--- src/rtl/rn_pkg.sv ---
`timescale 1ns/1ps
package rn_pkg;
  typedef enum logic {WALK_IDLE = 1'b0, WALK_SQUASH = 1'b1} walk_e;
endpackage

--- src/rtl/rn_flatten.sv ---
`timescale 1ns/1ps
module rn_flatten #(
  parameter int INT_ARCH  = 8,
  parameter int FP_ARCH   = 8,
  parameter int NUM_BANKS = 2,
  parameter int ARCH_W    = 4,
  parameter int BANK_W    = 1,
  parameter int FLAT_W    = 5
) (
  input  logic [ARCH_W-1:0] arch_i,
  input  logic [BANK_W-1:0] bank_i,
  output logic [FLAT_W-1:0] flat_o
);
  logic pass;
  assign pass = (32'(arch_i) >= INT_ARCH) || (bank_i == '0) || (32'(bank_i) >= NUM_BANKS);

  always_comb begin
    if (pass) flat_o = FLAT_W'(arch_i);
    else      flat_o = FLAT_W'(32'(arch_i) + 32'(bank_i) * INT_ARCH + FP_ARCH);
  end
endmodule

--- src/rtl/rn_free_list.sv ---
`timescale 1ns/1ps
module rn_free_list #(
  parameter int DEPTH  = 8,
  parameter int BASE   = 24,
  parameter int PHYS_W = 5,
  parameter int CNT_W  = 4
) (
  input  logic              clk_i,
  input  logic              rst_ni,
  input  logic              pop_i,
  input  logic              push_i,
  input  logic [PHYS_W-1:0] push_id_i,
  output logic [PHYS_W-1:0] head_o,
  output logic              empty_o,
  output logic [CNT_W-1:0]  cnt_o
);
  localparam int PTR_W = (DEPTH > 1) ? $clog2(DEPTH) : 1;

  logic [PHYS_W-1:0] slot_q [DEPTH];
  logic [PTR_W-1:0]  rd_q, wr_q;
  logic [CNT_W-1:0]  cnt_q;

  function automatic logic [PTR_W-1:0] nxt(input logic [PTR_W-1:0] p);
    return (32'(p) == DEPTH - 1) ? '0 : p + 1'b1;
  endfunction

  always_ff @(posedge clk_i or negedge rst_ni) begin
    if (!rst_ni) begin
      for (int i = 0; i < DEPTH; i++) slot_q[i] <= PHYS_W'(BASE + i);
      rd_q  <= '0;
      wr_q  <= '0;
      cnt_q <= CNT_W'(DEPTH);
    end else begin
      if (push_i) begin
        slot_q[wr_q] <= push_id_i;
        wr_q         <= nxt(wr_q);
      end
      if (pop_i) rd_q <= nxt(rd_q);
      cnt_q <= cnt_q + CNT_W'(push_i) - CNT_W'(pop_i);
    end
  end

  assign head_o  = slot_q[rd_q];
  assign empty_o = (cnt_q == '0);
  assign cnt_o   = cnt_q;
endmodule

--- src/rtl/rn_history.sv ---
`timescale 1ns/1ps
module rn_history #(
  parameter int DEPTH  = 8,
  parameter int SEQ_W  = 16,
  parameter int FLAT_W = 5,
  parameter int PHYS_W = 5,
  parameter int CNT_W  = 4
) (
  input  logic              clk_i,
  input  logic              rst_ni,
  input  logic              push_i,
  input  logic [SEQ_W-1:0]  push_seq_i,
  input  logic [FLAT_W-1:0] push_arch_i,
  input  logic [PHYS_W-1:0] push_new_i,
  input  logic [PHYS_W-1:0] push_prev_i,
  input  logic              pop_yng_i,
  input  logic              pop_old_i,
  output logic [CNT_W-1:0]  cnt_o,
  output logic [SEQ_W-1:0]  old_seq_o,
  output logic [PHYS_W-1:0] old_prev_o,
  output logic [SEQ_W-1:0]  yng_seq_o,
  output logic [FLAT_W-1:0] yng_arch_o,
  output logic [PHYS_W-1:0] yng_new_o,
  output logic [PHYS_W-1:0] yng_prev_o
);
  localparam int PTR_W = (DEPTH > 1) ? $clog2(DEPTH) : 1;

  typedef struct packed {
    logic [SEQ_W-1:0]  seq;
    logic [FLAT_W-1:0] arch;
    logic [PHYS_W-1:0] nphys;
    logic [PHYS_W-1:0] pphys;
  } hent_t;

  hent_t            ent_q [DEPTH];
  logic [PTR_W-1:0] head_q, tail_q, yng_ptr;
  logic [CNT_W-1:0] cnt_q;

  function automatic logic [PTR_W-1:0] nxt(input logic [PTR_W-1:0] p);
    return (32'(p) == DEPTH - 1) ? '0 : p + 1'b1;
  endfunction

  assign yng_ptr = (tail_q == '0) ? PTR_W'(DEPTH - 1) : tail_q - 1'b1;

  // push and pop_yng are exclusive by construction of the caller
  always_ff @(posedge clk_i) begin
    if (push_i) ent_q[tail_q] <= '{seq: push_seq_i, arch: push_arch_i,
                                   nphys: push_new_i, pphys: push_prev_i};
  end

  always_ff @(posedge clk_i or negedge rst_ni) begin
    if (!rst_ni) begin
      head_q <= '0;
      tail_q <= '0;
      cnt_q  <= '0;
    end else begin
      if (push_i)         tail_q <= nxt(tail_q);
      else if (pop_yng_i) tail_q <= yng_ptr;
      if (pop_old_i)      head_q <= nxt(head_q);
      cnt_q <= cnt_q + CNT_W'(push_i) - CNT_W'(pop_yng_i) - CNT_W'(pop_old_i);
    end
  end

  assign cnt_o      = cnt_q;
  assign old_seq_o  = ent_q[head_q].seq;
  assign old_prev_o = ent_q[head_q].pphys;
  assign yng_seq_o  = ent_q[yng_ptr].seq;
  assign yng_arch_o = ent_q[yng_ptr].arch;
  assign yng_new_o  = ent_q[yng_ptr].nphys;
  assign yng_prev_o = ent_q[yng_ptr].pphys;
endmodule

--- src/rtl/rn_map.sv ---
`timescale 1ns/1ps
module rn_map #(
  parameter int INT_ARCH   = 8,
  parameter int FP_ARCH    = 8,
  parameter int NUM_BANKS  = 2,
  parameter int INT_PHYS   = 20,
  parameter int FP_PHYS    = 12,
  parameter int NUM_SRC    = 2,
  parameter int HIST_DEPTH = 8,
  parameter int SEQ_W      = 16,
  localparam int ARCH_W    = $clog2(INT_ARCH + FP_ARCH),
  localparam int BANK_W    = (NUM_BANKS > 1) ? $clog2(NUM_BANKS) : 1,
  localparam int FLAT_REGS = INT_ARCH * NUM_BANKS + FP_ARCH,
  localparam int FLAT_W    = $clog2(FLAT_REGS),
  localparam int PHYS_REGS = INT_PHYS + FP_PHYS,
  localparam int PHYS_W    = $clog2(PHYS_REGS),
  localparam int FREE_N    = PHYS_REGS - FLAT_REGS,
  localparam int FCNT_W    = $clog2(FREE_N + 1),
  localparam int HCNT_W    = $clog2(HIST_DEPTH + 1)
) (
  input  logic                      clk_i,
  input  logic                      rst_ni,
  input  logic [BANK_W-1:0]         bank_i,
  input  logic                      ren_valid_i,
  input  logic                      dst_valid_i,
  input  logic [NUM_SRC*ARCH_W-1:0] src_idx_i,
  input  logic [ARCH_W-1:0]         dst_idx_i,
  input  logic [SEQ_W-1:0]          seq_i,
  output logic                      ren_ready_o,
  output logic [NUM_SRC*PHYS_W-1:0] src_phys_o,
  output logic [NUM_SRC-1:0]        src_rdy_o,
  output logic [PHYS_W-1:0]         dst_phys_o,
  output logic [PHYS_W-1:0]         dst_prev_o,
  input  logic                      wb_valid_i,
  input  logic [PHYS_W-1:0]         wb_phys_i,
  input  logic                      squash_i,
  input  logic [SEQ_W-1:0]          squash_seq_i,
  input  logic                      commit_i,
  input  logic [SEQ_W-1:0]          commit_seq_i,
  output logic                      squash_busy_o
);
  import rn_pkg::*;

  logic [PHYS_W-1:0]  map_q [FLAT_REGS];
  logic [PHYS_REGS-1:0] rdy_q;
  walk_e              walk_q;
  logic [SEQ_W-1:0]   walk_seq_q;

  logic [FLAT_W-1:0]  src_flat [NUM_SRC];
  logic [FLAT_W-1:0]  dst_flat;

  logic               free_empty, free_push;
  logic [PHYS_W-1:0]  free_push_id;
  logic [FCNT_W-1:0]  free_cnt;
  logic [HCNT_W-1:0]  hist_cnt;
  logic [SEQ_W-1:0]   old_seq, yng_seq;
  logic [PHYS_W-1:0]  old_prev, yng_new, yng_prev;
  logic [FLAT_W-1:0]  yng_arch;
  logic               walking, hist_empty, hist_full, alloc, undo, retire;

  for (genvar g = 0; g < NUM_SRC; g++) begin : g_src
    logic [PHYS_W-1:0] phys;
    rn_flatten #(.INT_ARCH(INT_ARCH), .FP_ARCH(FP_ARCH), .NUM_BANKS(NUM_BANKS),
                 .ARCH_W(ARCH_W), .BANK_W(BANK_W), .FLAT_W(FLAT_W)) u_flat (
      .arch_i (src_idx_i[g*ARCH_W +: ARCH_W]),
      .bank_i (bank_i),
      .flat_o (src_flat[g])
    );
    assign phys                         = map_q[src_flat[g]];
    assign src_phys_o[g*PHYS_W +: PHYS_W] = phys;
    assign src_rdy_o[g]                 = rdy_q[phys];
  end

  rn_flatten #(.INT_ARCH(INT_ARCH), .FP_ARCH(FP_ARCH), .NUM_BANKS(NUM_BANKS),
               .ARCH_W(ARCH_W), .BANK_W(BANK_W), .FLAT_W(FLAT_W)) u_dst_flat (
    .arch_i (dst_idx_i),
    .bank_i (bank_i),
    .flat_o (dst_flat)
  );

  assign walking     = (walk_q == WALK_SQUASH);
  assign hist_empty  = (hist_cnt == '0);
  assign hist_full   = (32'(hist_cnt) == HIST_DEPTH);
  assign ren_ready_o = !walking && !squash_i && !free_empty && !hist_full;
  assign alloc       = ren_valid_i && dst_valid_i && ren_ready_o;
  assign undo        = walking && !hist_empty && (yng_seq > walk_seq_q);
  assign retire      = commit_i && !walking && !hist_empty && (old_seq <= commit_seq_i);
  // undo needs walking, retire needs idle: never both
  assign free_push    = undo || retire;
  assign free_push_id = undo ? yng_new : old_prev;
  assign dst_prev_o   = map_q[dst_flat];
  assign squash_busy_o = walking;

  rn_free_list #(.DEPTH(FREE_N), .BASE(FLAT_REGS), .PHYS_W(PHYS_W), .CNT_W(FCNT_W)) u_free (
    .clk_i     (clk_i),
    .rst_ni    (rst_ni),
    .pop_i     (alloc),
    .push_i    (free_push),
    .push_id_i (free_push_id),
    .head_o    (dst_phys_o),
    .empty_o   (free_empty),
    .cnt_o     (free_cnt)
  );

  rn_history #(.DEPTH(HIST_DEPTH), .SEQ_W(SEQ_W), .FLAT_W(FLAT_W),
               .PHYS_W(PHYS_W), .CNT_W(HCNT_W)) u_hist (
    .clk_i       (clk_i),
    .rst_ni      (rst_ni),
    .push_i      (alloc),
    .push_seq_i  (seq_i),
    .push_arch_i (dst_flat),
    .push_new_i  (dst_phys_o),
    .push_prev_i (dst_prev_o),
    .pop_yng_i   (undo),
    .pop_old_i   (retire),
    .cnt_o       (hist_cnt),
    .old_seq_o   (old_seq),
    .old_prev_o  (old_prev),
    .yng_seq_o   (yng_seq),
    .yng_arch_o  (yng_arch),
    .yng_new_o   (yng_new),
    .yng_prev_o  (yng_prev)
  );

  always_ff @(posedge clk_i or negedge rst_ni) begin
    if (!rst_ni) begin
      walk_q     <= WALK_IDLE;
      walk_seq_q <= '0;
    end else if (squash_i) begin
      walk_q     <= WALK_SQUASH;
      walk_seq_q <= squash_seq_i;
    end else if (walking && !undo) begin
      walk_q     <= WALK_IDLE;
    end
  end

  always_ff @(posedge clk_i or negedge rst_ni) begin
    if (!rst_ni) begin
      for (int f = 0; f < FLAT_REGS; f++) map_q[f] <= PHYS_W'(f);
    end else if (alloc) begin
      map_q[dst_flat] <= dst_phys_o;
    end else if (undo) begin
      map_q[yng_arch] <= yng_prev;
    end
  end

  always_ff @(posedge clk_i or negedge rst_ni) begin
    if (!rst_ni) begin
      rdy_q <= '1;
    end else begin
      if (wb_valid_i) rdy_q[wb_phys_i]  <= 1'b1;
      if (alloc)      rdy_q[dst_phys_o] <= 1'b0;
    end
  end
endmodule

--- config.mk ---
export PLATFORM = sky130hd
export DESIGN_NAME = rn_map
export DESIGN_NICKNAME = d
export VERILOG_FILES = /design/src/rtl/rn_pkg.sv /design/src/rtl/rn_flatten.sv /design/src/rtl/rn_free_list.sv /design/src/rtl/rn_history.sv /design/src/rtl/rn_map.sv
export SDC_FILE = /design/constraint.sdc
export NUM_CORES = 1
export LEC_CHECK = 0
export ABC_AREA = 1
export BUFFER_PORTS_ARGS = -buffer_cell sky130_fd_sc_hd__buf_2
export CAP_MARGIN = 15
export CORE_ASPECT_RATIO = 0.5
export CORE_UTILIZATION = 40
export CTS_CLUSTER_DIAMETER = 30
export DETAILED_ROUTE_END_ITERATION = 12
export SKIP_CTS_REPAIR_TIMING = 1
export SLEW_MARGIN = 20
export SYNTH_ARGS = -nofsm -noshare
export SYNTH_HDL_FRONTEND = slang
export SYNTH_SLANG_ARGS = --single-unit
--- constraint.sdc ---
create_clock -name clk_i -period 18.65 [get_ports clk_i]
set_clock_uncertainty 0.2 [all_clocks]
set_input_delay 0.9325 -clock clk_i [delete_from_list [all_inputs] [get_ports clk_i]]
set_output_delay 0.9325 -clock clk_i [all_outputs]
set_load 0.005 [all_outputs]
# Yosys cells after proc, flatten, opt, wreduce, memory -nomap -nowiden
# Memories as Yosys holds them, arrays and structs flattened.
# Cells that the tools add are included.
[word_totals]
reg_bits = 229
ramBits = 248
input_bits = 73
output_inout_bits = 24
n_memories = 1
[op_classes]
n_addsub = 16
magnitude_cmp = 20
n_eq_ne = 5
muxes = 48
bitwise = 10
reduce_logical = 31
[memory_table]
columns = ["memory", "depth", "word_bits", "read_ports", "rd_ports_with_merged_regs", "wr", "line", "rtl"]
rows = [
  ["u_hist.ent_q", 8, 31, 2, 0, 1, "rn_history.sv:35", "hent_t ent_q [DEPTH];"],
]
[ops]
columns = ["cell", "n"]
rows = [
  ["$bwmux W120", 2],
  ["$mux W120", 2],
  ["$bmux W5 S5", 3],
  ["$mux W5", 15],
  ["$mux W32", 2],
  ["$demux W5 S5", 2],
  ["$bwmux W40", 1],
  ["$and A32 B32 Y32", 1],
  ["$not A32 Y32", 1],
  ["$or A32 B32 Y32", 1],
  ["$ge A6 B6 Y1 const B", 4],
  ["$lt A5 B6 Y1 const B", 4],
  ["$not A5 Y6", 4],
  ["$mux W3", 7],
  ["$ge A4 B4 Y1 const B", 5],
  ["$gt A16 B16 Y1", 1],
  ["$le A16 B16 Y1", 1],
  ["$logic_and A1 B1 Y1", 16],
  ["$add A4 B4 Y5", 3],
  ["$add A5 B4 Y5 const B", 3],
  ["$bmux W5 S3", 1],
  ["$demux W5 S3", 1],
  ["$add A3 B1 Y3 const B", 4],
  ["$eq A3 B3 Y1 const B", 4],
  ["other kinds (17)", 42],
]

# Depth between registers and ports, before layout
[depth]
ltp_word = 11
depth_mapped = 34
ltp_nobuf = 25

# By module
# Synthesis repeated with hierarchy kept, for this count alone.
[hier_totals]
cells_unflattened = 3496
area_unflattened_um2 = 28212.1
[by_module_without_submodules]
columns = ["module", "instances", "cells_each", "area_each_um2"]
rows = [
  ["rn_map", 1, 1842, 12959.9],
  ["rn_history", 1, 1310, 12582.1],
  ["rn_free_list", 1, 326, 2568.7],
  ["rn_flatten", 3, 6, 33.8],
]

# Least setup slack after synthesis
# No wires, ideal clock.
[synth_path]
path_kind = "flip-flop to flip-flop"
start = "reg u_hist.tail_q[0]"
end = "reg u_hist.cnt_q[3], in the netlist u_hist.cnt_o[3]"
setup_time_ns = 0.122
arrival_ns = 6.028
required_ns = 18.328
setup_slack_ns = 12.301
path_stages_with_launch = 33
n_path_buf = 9
period_less_slack_ns = 6.349
cell_sequence = "dfrtp_1 inv_2 buf_2 buf_1 clkbuf_1 clkbuf_1 ha_1 ha_1 buf_2 inv_1 buf_2 buf_1 clkbuf_1 o21ai_0 o221ai_1 o21a_1 ha_1 a21oi_1 o21ai_0 nand2_1 o211ai_1 nand2_1 nand3_1 nand2_2 inv_1 buf_2 fa_1 ha_1 inv_1 ha_1 inv_1 fa_1 xor2_1"
[synth_via]
elab_chain_len = 7
elab_cells_between_ends = 8
[synth_rtl]
columns = ["item", "line", "rtl"]
rows = [
  ["start: declaration", "rn_history.sv:36", "logic [PTR_W-1:0] head_q, tail_q, yng_ptr;"],
  ["start signal: assignment", "rn_history.sv:57", "if (push_i) tail_q <= nxt(tail_q);"],
  ["start signal: assignment", "rn_history.sv:58", "else if (pop_yng_i) tail_q <= yng_ptr;"],
  ["$sub A3 B1 Y3 or $logic_not A3 Y1 (tied branches)", "rn_history.sv:43", "assign yng_ptr = (tail_q == '0) ? PTR_W'(DEPTH - 1) : tail_q - 1'b1;"],
  ["$mux W3 (*)", "rn_history.sv:43", ""],
  ["$mem_v2 Z8 W31 (*)", "n/a", ""],
  ["$gt A16 B16 Y1 (*)", "rn_map.sv:86", "assign undo = walking && !hist_empty && (yng_seq > walk_seq_q);"],
  ["$logic_and A1 B1 Y1 (*)", "rn_map.sv:86", ""],
  ["$sub A4 B1 Y4 (*) (2 in series)", "rn_history.sv:60", "cnt_q <= cnt_q + CNT_W'(push_i) - CNT_W'(pop_yng_i) - CNT_W'(pop_old_i);"],
  ["end signal: assignment", "rn_history.sv:60", ""],
  ["end: declaration", "rn_history.sv:37", "logic [CNT_W-1:0] cnt_q;"],
]
# Every way passes the cells marked *; elsewhere a longest branch is shown, timed or not.
# A chain may end at the register's enable or synchronous reset.

# Worst setup path in the final report
[layout_path]
start = "reg u_hist.tail_q[1]"
end = "reg u_hist.cnt_q[3], in the netlist u_hist.cnt_o[3]"
# The elaborated chain is that of the path after synthesis.

==> run_results.csv <==
group,metric,value,unit
synth,synth_top_area_share,27.7,%
clock_network,worstSkewPairLatency,0.65,ns
critical_path,worstPathArrival,6.92,ns
power_and_ir_drop,p_per_area,197,nW/um2
grt,globalRouteTotalUtil,27.2,%
floorplan,num_rows,66,
floorplan,die_h,185,um
detailed_routing,dr.pass1.iters,6,
critical_path,path_buf_inv,5,
synth,avgSynthCellArea,8.35,um2
flow_run,max_cap_violations,0,
critical_path,critPathLaunchType,"flop",
floorplan,core-area,65700,um2
synth,ys_types,56,
clock_network,clock-sinks,477,
synth,yosys_warnings,0,
timing,slew_headroom,18.6,%
worst_hold_path,worst_hold_path_type,"in2async",
detailed_routing,routedWlPerCell,22.1,um
timing,drv_slew,0,
power_and_ir_drop,vdd_drop_max,0.000184,V
synth,ys.flop_type,"edfxtp_1",
grt,grt_max_degree,95,
detailed_routing,vias,24900,
critical_path,crit_path_cell_trace,"inv_1 -> ha_1 -> ha_2 -> nor2_4 -> buf_4 -> a221oi_1 -> a21oi_1 -> nor2_1 -> a31oi_1 -> ha_1 -> a21oi_1 -> nor2_1 -> nor3_1 -> nand3_1 -> nand2_2 -> inv_1 -> fa_1 -> ha_1 -> inv_1 -> ha_1 -> inv_1 -> fa_1 -> xor2_1",
synth,ys_seq_area_share,49.6,%
clock_network,root_buffer,"clkbuf_16",
critical_path,cp_max_fo,78,
layout,instances_no_fill,4236,
power_and_ir_drop,power.leakage,0.0125,uW
synth,synth-edff-count,248,
critical_path,crit_type,"reg2reg",
timing,setup_tns,0,ns
timing,tightest_slew,1.22,ns
synth,ys_ff_latch,477,
grt,grt_overflow,0,
layout,syn_to_final_growth,16.3,%
timing,rsz0062_at_grt,"false",
grt,grt_pass1_wl,142,mm
critical_path,worstReg2RegEnd,"u_hist.cnt_o[3]",
placement,placed_cells,4072,
synth,synthTopCellsByArea,"edfxtp_1 28%, dfstp_2 11%, dfrtp_1 11%",
floorplan,fp.dieW,369,um
grt,grt_pass1_vias,23400,
placement,gp_congestion,0.963,
detailed_routing,ant_nets,0,
critical_path,worst-r2r-setup-slack,12.07,ns
critical_path,worst_ep_required_time,18.99,ns
critical_path,r2r_cells,23,
detailed_routing,vias_per_cell,5.87,
clock_network,cts_tree,"done",
grt,grt_antenna_before_repair,2,
timing,post-route-min-period,6.58,ns
critical_path,crit_slowest_cell,"buf_4",
critical_path,endpoint_kind,"flop",
detailed_routing,wl,93.5,mm
floorplan,io_pins,97,
power_and_ir_drop,power,6150,uW
synth,yosys.area.top_type,"edfxtp_1",
placement,hpwl,58.2,mm
critical_path,reg2reg_from,"u_hist.tail_q[1]",
layout,final_common_cell,"nand2_1",
detailed_routing,drt_iter0_drc,3098,
critical_path,critPathMaxStageDelay,0.78,ns
synth,syn_area,26900,um2
synth,async_reset_ff_share,48.0,%
floorplan,initial_core_util,40.9,%
clock_network,clock_path_buffers,3,
placement,portBuffers,96,
synth,synth_nets,3348,
timing,period_share,35.3,%
synth,synthCells,3218,
layout,drive_above_1_share,14.8,%
floorplan,dieArea,68300,um2
detailed_routing,drc,0,
timing,fmax,0.152,GHz
timing,setup_viol,0,
timing,hold_viol,0,
layout,layout_common_cells,"658 x nand2_1, 337 x o21ai_0, 335 x nand3_1",
layout,fin_nets,3406,
clock_network,path_clk_slew,0.06,ns
clock_network,cts_buffers,86,
critical_path,crit_family,"adder cells",
clock_network,htreeDepth,3,
outcome,status,"finished clean",
timing,timing.hold.ws,0.0742,ns
[cells by family after synthesis]
| logic type | Yosys count | synth area share, % |
|---|---|---|
| buffers and inverters | 465 | 6.74 |
| DFF | 477 | 49.6 |
| and+or+nand+nor | 1350 | 21.3 |
| AOI/OAI and AO/OA | 860 | 19.3 |
| adders and majority gates | 57 | 2.74 |
| muxes | 6 | 0.228 |
| xor gates and xnor gates | 3 | 0.0978 |
[per-stage QoR]
step / setup slack [ns] / cell area, um2 / utilization, %
6_report: 12.07 / 31300 / 47.5
5_1_grt: 11.55 / 31300 / 47.5
4_1_cts: 12.11 / 31200 / 47.5
3_5_place_dp: 12.09 / 28200 / 42.9
3_3_place_gp: 12.26 / 28200 / 42.9
2_1_floorplan: 12.30 / 26900 / -
[area by class of cell]
| cell class | count | area (um2) |
|---|---|---|
| Fill cell | 6286 | 34500 |
| Tap cell | 884 | 1110 |
| Multi-Input combinational cell | 2276 | 11800 |
| Clock inverter | 58 | 785 |
| Inverter | 288 | 1080 |
| Sequential cell | 477 | 13300 |
| Antenna cell | 2 | 5.00 |
| Clock buffer | 104 | 2280 |
| Timing Repair Buffer | 147 | 873 |
[worst max-delay path by stage]
stage	start	to	slack (ns)	depth (start not counted)
global placement	u_hist.tail_q[1]	u_hist.cnt_o[3]	12.26	25
detailed placement	u_hist.tail_q[1]	u_hist.cnt_o[3]	12.09	23
CTS	u_hist.tail_q[1]	u_hist.cnt_o[3]	12.11	23
floorplan	u_hist.tail_q[0]	u_hist.cnt_o[3]	12.30	32
finish	u_hist.tail_q[1]	u_hist.cnt_o[3]	12.07	23
global route	u_hist.tail_q[1]	u_hist.cnt_o[3]	11.55	25
[Yosys cell counts, types with 5 or more instances]
cell type / count
nand2_1: 658
o21ai_0: 337
a32o_1: 6
o22ai_1: 56
o21ai_4: 5
nor2_2: 5
o221ai_1: 37
nor3_1: 27
inv_1: 267
o2111ai_1: 7
nor2_1: 290
nor2_4: 12
edfxtp_1: 248
buf_2: 34
o21ai_1: 14
a22oi_1: 18
buf_4: 6
a31oi_1: 27
o32ai_1: 5
buf_1: 24
o21a_1: 6
dfrtp_1: 116
o21ai_2: 9
ha_1: 54
a21oi_1: 208
clkbuf_1: 113
o22ai_2: 5
a221oi_1: 27
clkinv_1: 8
mux2i_1: 5
dfstp_2: 113
nand2_2: 7
o31ai_1: 8
nand3_1: 335
a21oi_2: 7
inv_2: 13
o211ai_1: 68
[per-layer routing]
metal	vias up	wire (um)	global-route usage, %
li1	11400	-	-
met1	11800	39600	37.2
met2	1390	40900	41.5
met3	241	9640	6.48
met4	0	3380	10.7
met5	-	0	0
[flip-flops by register name (all words and copies together) (netlist names)]
name,flops
u_hist.tail_q,3
walk_seq_q,16
u_free.cnt_o,4
map_q,120
squash_busy_o,1
u_hist.head_q,3
rdy_q,32
u_free.wr_q,3
u_free.slot_q,40
u_hist.cnt_o,4
u_hist.ent_q,248
u_free.rd_q,3
[where the power goes]
group	switching (uW)	leakage (uW)	internal (uW)
combinational	2190	0.00605	756
clock	597	0.00148	1050
sequential	159	0.00493	1410
Note: power is estimated with default switching activity, not from simulation.
